<file path="config.mk">
export PLATFORM = sky130hd
export DESIGN_NAME = cal_keeper
export DESIGN_NICKNAME = d
export VERILOG_FILES = /design/src/rtl/cal_pkg.sv /design/src/rtl/cal_tick_gate.sv /design/src/rtl/cal_time_counter.sv /design/src/rtl/cal_reg_port.sv /design/src/rtl/cal_keeper.sv
export SDC_FILE = /design/constraint.sdc
export NUM_CORES = 1
export LEC_CHECK = 0
export ABC_AREA = 1
export BUFFER_PORTS_ARGS = -buffer_cell sky130_fd_sc_hd__buf_2
export CORE_ASPECT_RATIO = 0.5
export CORE_MARGIN = 5
export CORE_UTILIZATION = 60
export DETAILED_ROUTE_END_ITERATION = 8
export HOLD_SLACK_MARGIN = 0.12
export PLACE_DENSITY_LB_ADDON = 0.12
export SLEW_MARGIN = 15
export SYNTH_ARGS = -nofsm -noshare
export SYNTH_HDL_FRONTEND = slang
export SYNTH_SLANG_ARGS = --single-unit
</file>
<file path="constraint.sdc">
create_clock -name clk_i -period 5.3 [get_ports clk_i]
set_input_delay 0.795 -clock clk_i [delete_from_list [all_inputs] [get_ports clk_i]]
set_output_delay 0.795 -clock clk_i [all_outputs]
set_load 0.01 [all_outputs]
</file>
<file path="src/rtl/cal_pkg.sv">
package cal_pkg;
  localparam int unsigned NUM_REGS   = 28;
  localparam int unsigned ADDR_W     = $clog2(NUM_REGS);
  localparam int unsigned DATA_W     = 8;
  localparam int unsigned NUM_FIELDS = 7;
  localparam int unsigned TIME_BASE  = 3;
  localparam int unsigned SEL_W      = $clog2(NUM_FIELDS);

  localparam int F_SEC  = 0;
  localparam int F_MIN  = 1;
  localparam int F_HOUR = 2;
  localparam int F_DAY  = 3;
  localparam int F_WDAY = 4;
  localparam int F_MON  = 5;
  localparam int F_YEAR = 6;

  typedef logic [DATA_W-1:0] byte_t;
  typedef logic [NUM_FIELDS-1:0][DATA_W-1:0] field_vec_t;

  function automatic byte_t to_bcd(byte_t v);
    byte_t t;
    t = v % 8'd100;
    return {4'(t / 8'd10), 4'(t % 8'd10)};
  endfunction

  function automatic byte_t from_bcd(byte_t b);
    return byte_t'({4'd0, b[7:4]}) * 8'd10 + byte_t'({4'd0, b[3:0]});
  endfunction

  function automatic byte_t month_len(byte_t mon, byte_t yr);
    case (mon)
      8'd2:                    return (yr[1:0] == 2'b00) ? 8'd29 : 8'd28;
      8'd4, 8'd6, 8'd9, 8'd11: return 8'd30;
      default:                 return 8'd31;
    endcase
  endfunction

  function automatic byte_t field_lo(int i);
    return (i == F_DAY || i == F_MON) ? 8'd1 : 8'd0;
  endfunction

  function automatic byte_t field_hi(int i, byte_t mon, byte_t yr);
    case (i)
      F_SEC, F_MIN: return 8'd59;
      F_HOUR:       return 8'd23;
      F_DAY:        return month_len(mon, yr);
      F_WDAY:       return 8'd6;
      F_MON:        return 8'd12;
      default:      return 8'd99;
    endcase
  endfunction
endpackage

</file>
<file path="src/rtl/cal_tick_gate.sv">
module cal_tick_gate (
  input  logic clk_i,
  input  logic rst_ni,
  input  logic tick_i,
  input  logic freeze_i,
  input  logic halt_i,
  input  logic discard_i,
  output logic inc_o
);
  logic pending_q, pending_d;

  always_comb begin
    inc_o     = 1'b0;
    pending_d = pending_q;
    if (halt_i) begin
      pending_d = 1'b0;
    end else if (freeze_i) begin
      // newest tick survives a time write in the same cycle
      pending_d = tick_i | (pending_q & ~discard_i);
    end else begin
      inc_o     = pending_q | tick_i;
      pending_d = pending_q & tick_i;
    end
  end

  always_ff @(posedge clk_i or negedge rst_ni)
    if (!rst_ni) pending_q <= 1'b0;
    else         pending_q <= pending_d;

  a_r3_capture: assert property (@(posedge clk_i) disable iff (!rst_ni)
    freeze_i && tick_i && !halt_i |=> pending_q);
  a_r8_halt_drops: assert property (@(posedge clk_i) disable iff (!rst_ni)
    halt_i |=> !pending_q);
endmodule

</file>
<file path="src/rtl/cal_time_counter.sv">
module cal_time_counter
  import cal_pkg::*;
(
  input  logic             clk_i,
  input  logic             rst_ni,
  input  logic             inc_i,
  input  logic             wr_i,
  input  logic [SEL_W-1:0] wr_sel_i,
  input  byte_t            wr_val_i,
  output field_vec_t       time_o
);
  byte_t q [NUM_FIELDS];
  logic [NUM_FIELDS-1:0] wrap, step;
  logic c_min, c_hour, c_day, c_mon, c_year;

  always_comb
    for (int i = 0; i < NUM_FIELDS; i++)
      wrap[i] = (q[i] >= field_hi(i, q[F_MON], q[F_YEAR]));

  assign c_min  = inc_i & wrap[F_SEC];
  assign c_hour = c_min & wrap[F_MIN];
  assign c_day  = c_hour & wrap[F_HOUR];
  assign c_mon  = c_day & wrap[F_DAY];
  assign c_year = c_mon & wrap[F_MON];

  always_comb begin
    step         = '0;
    step[F_SEC]  = inc_i;
    step[F_MIN]  = c_min;
    step[F_HOUR] = c_hour;
    step[F_DAY]  = c_day;
    step[F_WDAY] = c_day;
    step[F_MON]  = c_mon;
    step[F_YEAR] = c_year;
  end

  for (genvar g = 0; g < NUM_FIELDS; g++) begin : g_field
    always_ff @(posedge clk_i or negedge rst_ni)
      if (!rst_ni)                                q[g] <= field_lo(g);
      else if (wr_i && wr_sel_i == SEL_W'(g))     q[g] <= wr_val_i;
      else if (step[g])                           q[g] <= wrap[g] ? field_lo(g) : q[g] + 8'd1;
    assign time_o[g] = q[g];
  end

  a_r2_hold: assert property (@(posedge clk_i) disable iff (!rst_ni)
    !inc_i && !wr_i |=> $stable(time_o));
  a_r4_sec_step: assert property (@(posedge clk_i) disable iff (!rst_ni)
    inc_i && !wr_i && q[F_SEC] < 8'd59 |=> q[F_SEC] == $past(q[F_SEC]) + 8'd1);
  a_r4_sec_wrap: assert property (@(posedge clk_i) disable iff (!rst_ni)
    inc_i && !wr_i && q[F_SEC] == 8'd59 |=> q[F_SEC] == 8'd0 && q[F_MIN] != $past(q[F_MIN]));
  a_r5_leap_feb: assert property (@(posedge clk_i) disable iff (!rst_ni)
    inc_i && !wr_i && q[F_SEC] == 8'd59 && q[F_MIN] == 8'd59 && q[F_HOUR] == 8'd23 &&
    q[F_MON] == 8'd2 && q[F_DAY] == 8'd28 && q[F_YEAR][1:0] == 2'b00 |=> q[F_DAY] == 8'd29);
endmodule

</file>
<file path="src/rtl/cal_reg_port.sv">
module cal_reg_port
  import cal_pkg::*;
(
  input  logic              clk_i,
  input  logic              rst_ni,
  input  logic              ptr_load_i,
  input  logic [ADDR_W-1:0] ptr_i,
  input  logic              wr_i,
  input  byte_t             wdata_i,
  input  logic              rd_i,
  input  logic              osc_stop_i,
  input  field_vec_t        time_i,
  output byte_t             rdata_o,
  output logic [ADDR_W-1:0] ptr_o,
  output logic              halt_o,
  output logic              time_wr_o,
  output logic [SEL_W-1:0]  time_sel_o,
  output byte_t             time_val_o
);
  localparam logic [ADDR_W-1:0] LAST_ADDR = ADDR_W'(NUM_REGS - 1);
  localparam logic [ADDR_W-1:0] TIME_LO   = ADDR_W'(TIME_BASE);
  localparam logic [ADDR_W-1:0] TIME_HI   = ADDR_W'(TIME_BASE + NUM_FIELDS - 1);
  localparam logic [ADDR_W-1:0] MODE_ADDR = '0;

  logic [ADDR_W-1:0] ptr_q;
  logic hour12_q, halt_q, osf_q;
  logic access, mode_wr, sec_wr;
  byte_t bcd [NUM_FIELDS];
  byte_t h12, h12_bcd, h12_in, h24_in;

  assign access    = (rd_i | wr_i) & ~ptr_load_i;
  assign time_wr_o = wr_i & ~ptr_load_i & (ptr_q >= TIME_LO) & (ptr_q <= TIME_HI);
  assign mode_wr   = wr_i & ~ptr_load_i & (ptr_q == MODE_ADDR);
  assign sec_wr    = time_wr_o & (time_sel_o == SEL_W'(F_SEC));
  assign time_sel_o = SEL_W'(ptr_q - TIME_LO);

  always_ff @(posedge clk_i or negedge rst_ni)
    if (!rst_ni)         ptr_q <= '0;
    else if (ptr_load_i) ptr_q <= (ptr_i > LAST_ADDR) ? '0 : ptr_i;
    else if (access)     ptr_q <= (ptr_q == LAST_ADDR) ? '0 : ptr_q + 1'b1;

  always_ff @(posedge clk_i or negedge rst_ni)
    if (!rst_ni) begin
      hour12_q <= 1'b0;
      halt_q   <= 1'b0;
    end else if (mode_wr) begin
      hour12_q <= wdata_i[0];
      halt_q   <= wdata_i[1];
    end

  always_ff @(posedge clk_i or negedge rst_ni)
    if (!rst_ni)     osf_q <= 1'b1;
    else if (sec_wr) osf_q <= wdata_i[7] | osc_stop_i;
    else             osf_q <= osf_q | osc_stop_i;

  // write decode: BCD byte to binary field value
  always_comb begin
    h12_in = from_bcd({3'b0, wdata_i[4:0]});
    h12_in = ((h12_in == 8'd12) ? 8'd0 : h12_in) + (wdata_i[5] ? 8'd12 : 8'd0);
    h24_in = from_bcd({2'b0, wdata_i[5:0]});
    case (int'(time_sel_o))
      F_SEC, F_MIN: time_val_o = from_bcd({1'b0, wdata_i[6:0]});
      F_HOUR:       time_val_o = hour12_q ? h12_in : h24_in;
      F_DAY:        time_val_o = from_bcd({2'b0, wdata_i[5:0]});
      F_WDAY:       time_val_o = {5'b0, wdata_i[2:0]};
      F_MON:        time_val_o = from_bcd({3'b0, wdata_i[4:0]});
      default:      time_val_o = from_bcd(wdata_i);
    endcase
  end

  // read path
  always_comb begin
    for (int i = 0; i < NUM_FIELDS; i++) bcd[i] = to_bcd(time_i[i]);
    if (time_i[F_HOUR] == 8'd0)      h12 = 8'd12;
    else if (time_i[F_HOUR] > 8'd12) h12 = time_i[F_HOUR] - 8'd12;
    else                             h12 = time_i[F_HOUR];
    h12_bcd = to_bcd(h12);
  end

  always_comb begin
    rdata_o = '0;
    if (ptr_q == MODE_ADDR) rdata_o = {6'b0, halt_q, hour12_q};
    else if (ptr_q >= TIME_LO && ptr_q <= TIME_HI)
      case (int'(time_sel_o))
        F_SEC:   rdata_o = {osf_q, bcd[F_SEC][6:0]};
        F_MIN:   rdata_o = {1'b0, bcd[F_MIN][6:0]};
        F_HOUR:  rdata_o = hour12_q ? {2'b0, time_i[F_HOUR] >= 8'd12, h12_bcd[4:0]}
                                    : {2'b0, bcd[F_HOUR][5:0]};
        F_DAY:   rdata_o = {2'b0, bcd[F_DAY][5:0]};
        F_WDAY:  rdata_o = {5'b0, time_i[F_WDAY][2:0]};
        F_MON:   rdata_o = {3'b0, bcd[F_MON][4:0]};
        default: rdata_o = bcd[F_YEAR];
      endcase
  end

  assign ptr_o  = ptr_q;
  assign halt_o = halt_q;

  a_r1_wrap: assert property (@(posedge clk_i) disable iff (!rst_ni)
    (rd_i || wr_i) && !ptr_load_i && ptr_q == LAST_ADDR |=> ptr_q == '0);
  a_r1_step: assert property (@(posedge clk_i) disable iff (!rst_ni)
    (rd_i || wr_i) && !ptr_load_i && ptr_q < LAST_ADDR |=> ptr_q == $past(ptr_q) + 1'b1);
  a_r7_osf_set: assert property (@(posedge clk_i) disable iff (!rst_ni)
    osc_stop_i |=> osf_q);
  a_r10_unused_zero: assert property (@(posedge clk_i) disable iff (!rst_ni)
    (ptr_q == 1 || ptr_q == 2 || ptr_q > TIME_HI) |-> rdata_o == '0);
endmodule

</file>
<file path="src/rtl/cal_keeper.sv">
module cal_keeper
  import cal_pkg::*;
(
  input  logic              clk_i,
  input  logic              rst_ni,
  input  logic              tick_i,
  input  logic              osc_stop_i,
  input  logic              burst_i,
  input  logic              ptr_load_i,
  input  logic [ADDR_W-1:0] ptr_i,
  input  logic              wr_i,
  input  logic [7:0]        wdata_i,
  input  logic              rd_i,
  output logic [7:0]        rdata_o,
  output logic [ADDR_W-1:0] ptr_o
);
  logic freeze, halt, inc, time_wr;
  logic [SEL_W-1:0] time_sel;
  byte_t time_val;
  field_vec_t time_now;

  assign freeze = burst_i | wr_i | rd_i;

  cal_tick_gate i_gate (
    .clk_i, .rst_ni, .tick_i,
    .freeze_i (freeze),
    .halt_i   (halt),
    .discard_i(time_wr),
    .inc_o    (inc)
  );

  cal_time_counter i_count (
    .clk_i, .rst_ni,
    .inc_i   (inc),
    .wr_i    (time_wr),
    .wr_sel_i(time_sel),
    .wr_val_i(time_val),
    .time_o  (time_now)
  );

  cal_reg_port i_port (
    .clk_i, .rst_ni, .ptr_load_i, .ptr_i, .wr_i, .wdata_i, .rd_i, .osc_stop_i,
    .time_i    (time_now),
    .rdata_o, .ptr_o,
    .halt_o    (halt),
    .time_wr_o (time_wr),
    .time_sel_o(time_sel),
    .time_val_o(time_val)
  );

  a_r8_halted: assert property (@(posedge clk_i) disable iff (!rst_ni)
    halt && !time_wr |=> $stable(time_now));
  a_r2_frozen: assert property (@(posedge clk_i) disable iff (!rst_ni)
    freeze && !time_wr |=> $stable(time_now));
endmodule

</file>
Word level (Yosys, flattened, before mapping)
Index checks and enable logic that the tools add are counted.

storage, ports and cells
  flip-flop bits (word level) = 65
  bits in latches = 0
  memory bits (writable) = 0
  bits in read-only memories = 0
  input bits = 21
  word-level logic and storage cells = 163
  memories = 0

cells by class
  add/subtract/negate cells = 15
  $mul = 4
  div/mod/pow operators = 21
  $lt $le $gt $ge = 12
  equality and inequality tests = 13
  shifts and indexed selects = 0
  mux-type cells = 42
  bitwise gates (word level) = 22
  reduce and logical (&&, ||, !) cells = 22

operators by type and width
  kind                                                                     count
  8-bit 2-to-1 mux                                                         26
  8-bit by 1-bit adder with 8-bit output (second input constant)           7
  8-bit by 4-bit divider with 8-bit output (second input constant)         7
  8-bit by 4-bit remainder unit with 8-bit output (second input constant)  7
  8-bit by 7-bit remainder unit with 8-bit output (second input constant)  7
  8-bit one-hot mux with 6 select lines                                    1
  8-bit one-hot mux with 5 select lines                                    1
  5-bit 2-to-1 mux                                                         4
  8-bit by 3-bit == test with 1-bit output (second input constant)         2
  8-bit by 4-bit == test with 1-bit output (second input constant)         2
  8-bit by 4-bit >= comparator with 1-bit output (second input constant)   2
  8-bit by 6-bit >= comparator with 1-bit output (second input constant)   2
  8-bit one-hot mux with 2 select lines                                    1
  2-bit nonzero test                                                       8
  1-bit AND                                                                13
  6-bit 2-to-1 mux                                                         2
  3-bit == test (second input constant)                                    3
  7-bit by 4-bit adder with 8-bit output                                   1
  8-bit by 4-bit adder with 8-bit output                                   1
  8-bit adder                                                              1
  8-bit by 2-bit == test with 1-bit output (second input constant)         1
  8-bit by 3-bit >= comparator with 1-bit output (second input constant)   1
  8-bit by 5-bit >= comparator with 1-bit output (second input constant)   1
  8-bit by 7-bit >= comparator with 1-bit output (second input constant)   1
  other kinds (29)                                                         49

Depth between registers and ports, before layout
  depth in word-level cells = 11
  mapped depth = 45
  mapped depth without buffers = 45

Hierarchy
From an unflattened synthesis, not the netlist that was laid out.

second synthesis, totals
  cell total of the unflattened synthesis = 1391
  area, all modules = 8587.0 um^2

by module, submodules not included
  module            instances  cells each  area each (um^2)
  cal_reg_port      1          942         5181.2
  cal_time_counter  1          435         3326.9
  cal_tick_gate     1          11          67.6
  cal_keeper        1          3           11.3

Worst setup path after synthesis
OpenSTA, ideal clock, no wires.

  path type = register to output
  from = register i_count.q, in the netlist i_count.time_o[18]
  to = output port rdata_o[3]
  arrival time = 4226 ps
  data required time = 4505 ps
  slack = 279 ps
  cell stages (with the launch flop) = 43
  path buffers = 1
  cells stage by stage = dfrtp_1 -> buf_2 -> inv_1 -> ha_1 -> nand2_1 -> inv_1 -> nand3_2 -> clkinv_1 -> nor2_1 -> inv_1 -> ha_1 -> nor2_4 -> nand2_1 -> clkinv_2 -> nand2_4 -> nand2_2 -> nand2_1 -> nand2_2 -> [7 not listed] -> nand2_1 -> nand2_2 -> nand2_1 -> inv_1 -> ha_1 -> nand2_1 -> inv_1 -> nand2_4 -> nand3_2 -> nand2_2 -> nand2_1 -> inv_1 -> nand2_2 -> nand3_2 -> nand2_1 -> nand2_1 -> nand3_1 -> a21oi_2

between the ends
  longest elaborated chain between the ends = 9
  elaborated cells between the ends (all ways) = 13
  classes of those cells = add/sub: 1; div: 4; order compare: 1; mux: 6; reduce/logical: 1

RTL lines
  what                                                                                                                            RTL line                RTL
  from (decl)                                                                                                                     cal_time_counter.sv:12  byte_t q [NUM_FIELDS];
  from (signal, indexed assignment)                                                                                               cal_time_counter.sv:39  if (!rst_ni) q[g] <= field_lo(g);
  from (signal, indexed assignment)                                                                                               cal_time_counter.sv:40  else if (wr_i && wr_sel_i == SEL_W'(g)) q[g] <= wr_val_i;
  from (signal, indexed assignment)                                                                                               cal_time_counter.sv:41  else if (step[g]) q[g] <= wrap[g] ? field_lo(g) : q[g] + 8'd1;
  8-bit by 4-bit subtractor with 8-bit output / 8-bit by 4-bit greater-than comparator with 1-bit output (equally long branches)  cal_reg_port.sv:75      else if (time_i[F_HOUR] > 8'd12) h12 = time_i[F_HOUR] - 8'd12;
  8-bit 2-to-1 mux                                                                                                                cal_reg_port.sv:75
  8-bit 2-to-1 mux                                                                                                                cal_reg_port.sv:74      if (time_i[F_HOUR] == 8'd0) h12 = 8'd12;
  8-bit by 7-bit remainder unit with 8-bit output                                                                                 cal_pkg.sv:22           t = v % 8'd100;
  8-bit by 4-bit remainder unit with 8-bit output                                                                                 cal_pkg.sv:23           return {4'(t / 8'd10), 4'(t % 8'd10)};
  6-bit 2-to-1 mux *                                                                                                              cal_reg_port.sv:87      F_HOUR: rdata_o = hour12_q ? {2'b0, time_i[F_HOUR] >= 8'd12, h12_bcd[4:0]}
  8-bit one-hot mux with 6 select lines *                                                                                         cal_reg_port.sv:84      case (int'(time_sel_o))
  8-bit 2-to-1 mux *                                                                                                              cal_reg_port.sv:83      else if (ptr_q >= TIME_LO && ptr_q <= TIME_HI)
  8-bit 2-to-1 mux *                                                                                                              cal_reg_port.sv:82      if (ptr_q == MODE_ADDR) rdata_o = {6'b0, halt_q, hour12_q};
  to (decl)                                                                                                                       cal_keeper.sv:14        output logic [7:0] rdata_o,

Every way passes the cells marked *; elsewhere a longest branch is shown, timed or not.

Worst setup path in the final report
  from = register i_count.q, in the netlist i_count.time_o[28]
  to = output port rdata_o[3]

between the ends
  longest elaborated chain between the ends = 5

RTL lines
  what                                             RTL line
  8-bit by 7-bit remainder unit with 8-bit output  cal_pkg.sv:22
  8-bit by 4-bit remainder unit with 8-bit output  cal_pkg.sv:23
  8-bit one-hot mux with 6 select lines            cal_reg_port.sv:84
  8-bit 2-to-1 mux                                 cal_reg_port.sv:83
  8-bit 2-to-1 mux                                 cal_reg_port.sv:82

No other way between the ends.

==> flow_summary.ini <==
[status]
outcome = complete, but fails checks
violations = setup timing

[yosys]
synthCells = 1324
netlist_top_cells_count = nand2_1 (328), inv_1 (216), nor2_1 (131)
synth_cell_types = 66
yosysSeqAreaShare_pct = 19.6
synth_top_area_share_pct = 18.6
ys_seq_elements = 65
syn_area_per_cell_um2 = 6.29
synth_area_leader_cell = dfrtp_1
post-synth-top-count-cell = nand2_1
yosys_warnings = 0
synth_area_mm2 = 0.00833
synthArstFlopShare_pct = 100
syn-num-nets = 1402
synth_edf_count = 0
ys_top_cells_by_area = dfrtp_1 (19%), nand2_1 (15%), inv_1 (9.7%)
synthFlopType = dfrtp_1

[finish]
area_delta_synth_final_pct = 27.2
layout-drive-gt1-share_pct = 26.1
finalNetCount = 1562
antenna_cells = 0
fillers = 972

[global_routing]
grt_pass1_vias = 8976
grt_first_pass_wirelength_um = 41900
grt_start_max_net_pins = 66
gr-total-overflow = 0
grt_antenna_before_repair = 0
grtUsageTotal_pct = 30.9

[critical_path]
required_ns = 4.51
worstPathArrival_ns = 4.83
worstSetupStartpointType = register
crit_path_frequent_cell = nand2_2
critPathSlowestCell = dfrtp_2
critical_path_class = reg2out
slowest_delay_ns = 0.41
worstPathMaxFanout = 6
cp-end-kind = primary output

[timing]
finalHoldViolCount = 0
period_share_pct = 106
maxSlewViolCount = 0
worstMarginPinSlew_ns = 1.05
fin_skew_ns = 0.0124
final-setup-viol-count = 4
rsz0062_at_grt = yes
max_slew_margin_pct = 29.9
max_freq_ghz = 0.178
period_needed_ns = 5.62
worst_slack_ns = -0.324

[floorplanning]
initial_core_util_pct = 61.3
core_region_area_mm2 = 0.0136
die_h_um = 93.3
num_rows = 30
die_area_mm2 = 0.0165
pin_count = 34
die-width_um = 177

[cts]
numCtsBuffers = 9
clockBufferDepth = 2
cts_sinks = 65
tritoncts = done
htree_levels = 3
path_clk_slew_ns = 0.06
insertion_delay_ns = 0.34
cts_root_buffer = clkbuf_16
hold_buffers = 0

[place]
dp_slack_ns = -0.139
dpl.hpwl_um = 18800
gp_congestion = 1.07
io_buffers = 33

[route]
dr.pass1.iters = 8
wl_per_cell_um = 16.6
first_iter_violations = 1131
routed_wl_um = 28000
ant_nets = 0
vias = 9876
drc = 0
vias_per_cell = 5.88

[run]
drv_cap = 0

[worst_hold_path]
hold_path_class = reg2reg
-- state kept, by name (all words and copies together) (netlist names) --
name	cells
i_count.time_o	56
i_port.halt_o	1
i_port.osf_q	1
i_port.hour12_q	1
i_port.ptr_o	5
i_gate.pending_q	1
-- path summary, 6_finish.rpt --
path	from	endpoint	slack, ns	cells past startpoint
min in group asynchronous	rst_ni	i_count.time_o[44]	0.64	2
setup reg to reg	i_port.halt_o	i_count.time_o[54]	1.45	16
max in group asynchronous	rst_ni	i_count.time_o[19]	4.01	2
setup / recovery	i_count.time_o[28]	rdata_o[3]	-0.32	33
hold reg to reg	i_count.time_o[36]	i_count.time_o[36]	0.49	2
hold / removal	i_count.time_o[36]	i_count.time_o[36]	0.49	2
-- cell families (layout without fill, tap and decap cells) --
kind of cell    Yosys count  after routing  synth area share (%)
simple gates            686            686                  37.8
xor+xnor                 48             48                  5.14
compound gates          222            222                  17.3
mux                       1              1                 0.120
fa+ha+maj                57             57                  8.83
buf+inv                 245            410                  11.2
flops                    65             65                  19.6
-- worst max-delay path: cells and delay by family (launching register included) --
kind	cells	cell delay [ns]
xor gates and xnor gates	1	0.27
AOI/OAI and AO/OA	3	0.32
adders and majority gates	2	0.36
and+or+nand+nor	20	2.40
buffers and inverters	7	0.72
DFF	1	0.41
-- final cells by class --
| class | count | area [um2] | area share, % |
|---|---|---|---|
| well taps | 192 | 240 | 2.27 |
| clock buffers | 9 | 225 | 2.13 |
| clock inverters | 7 | 95.1 | 0.898 |
| repair buffers | 156 | 1100 | 10.4 |
| flip-flops and latches | 65 | 1640 | 15.4 |
| inverters | 238 | 911 | 8.60 |
| multi-input cells | 1014 | 6380 | 60.3 |
-- routing by layer --
metal	vias up	track usage (%)	routed length [um]
met5	-	0	0
met4	0	12.7	1350
met3	156	8.36	2720
met2	490	52.0	12900
met1	4556	37.9	11000
li1	4674	-	-
-- layout by cell type, fill, tap and decap left out, drive strengths merged, types with 20 or more instances in the layout --
cell,Yosys,routed
xor2,38,38
inv,232,234
o21ai,73,73
dfrtp,62,62
a21oi,46,46
buf,4,156
o22ai,20,20
nand2,371,371
ha,54,54
nand3,118,118
nor2,146,146
nand4,26,26
-- what timing repair did --
action                     in CTS  in global routing
gates cloned                    0                  0
resized for setup              56                108
setup buffers                  64                 38
setup endpoints to repair       4                  4
pin swaps                      39                 80
-- per-stage QoR --
step | TNS (ns) | hold slack (ns) | instances | cell area, um2 | utilization [%]
after CTS | 0 | 0.492 | 1644 | 9850 | 72.5
final | -1.12 | 0.493 | 1681 | 10600 | 78.0
after global placement | 0 | 0.467 | 1564 | 8870 | 65.3
after detailed placement | -0.385 | 0.479 | 1564 | 8870 | 65.3
after global routing | -1.75 | 0.522 | 1681 | 10600 | 78.0
after floorplan | 0 | 0.448 | 1324 | 8330 | -
Power is left out: the tool's default activity adds up to more than one toggle a clock period on the data nets, which glitch-free logic cannot reach.
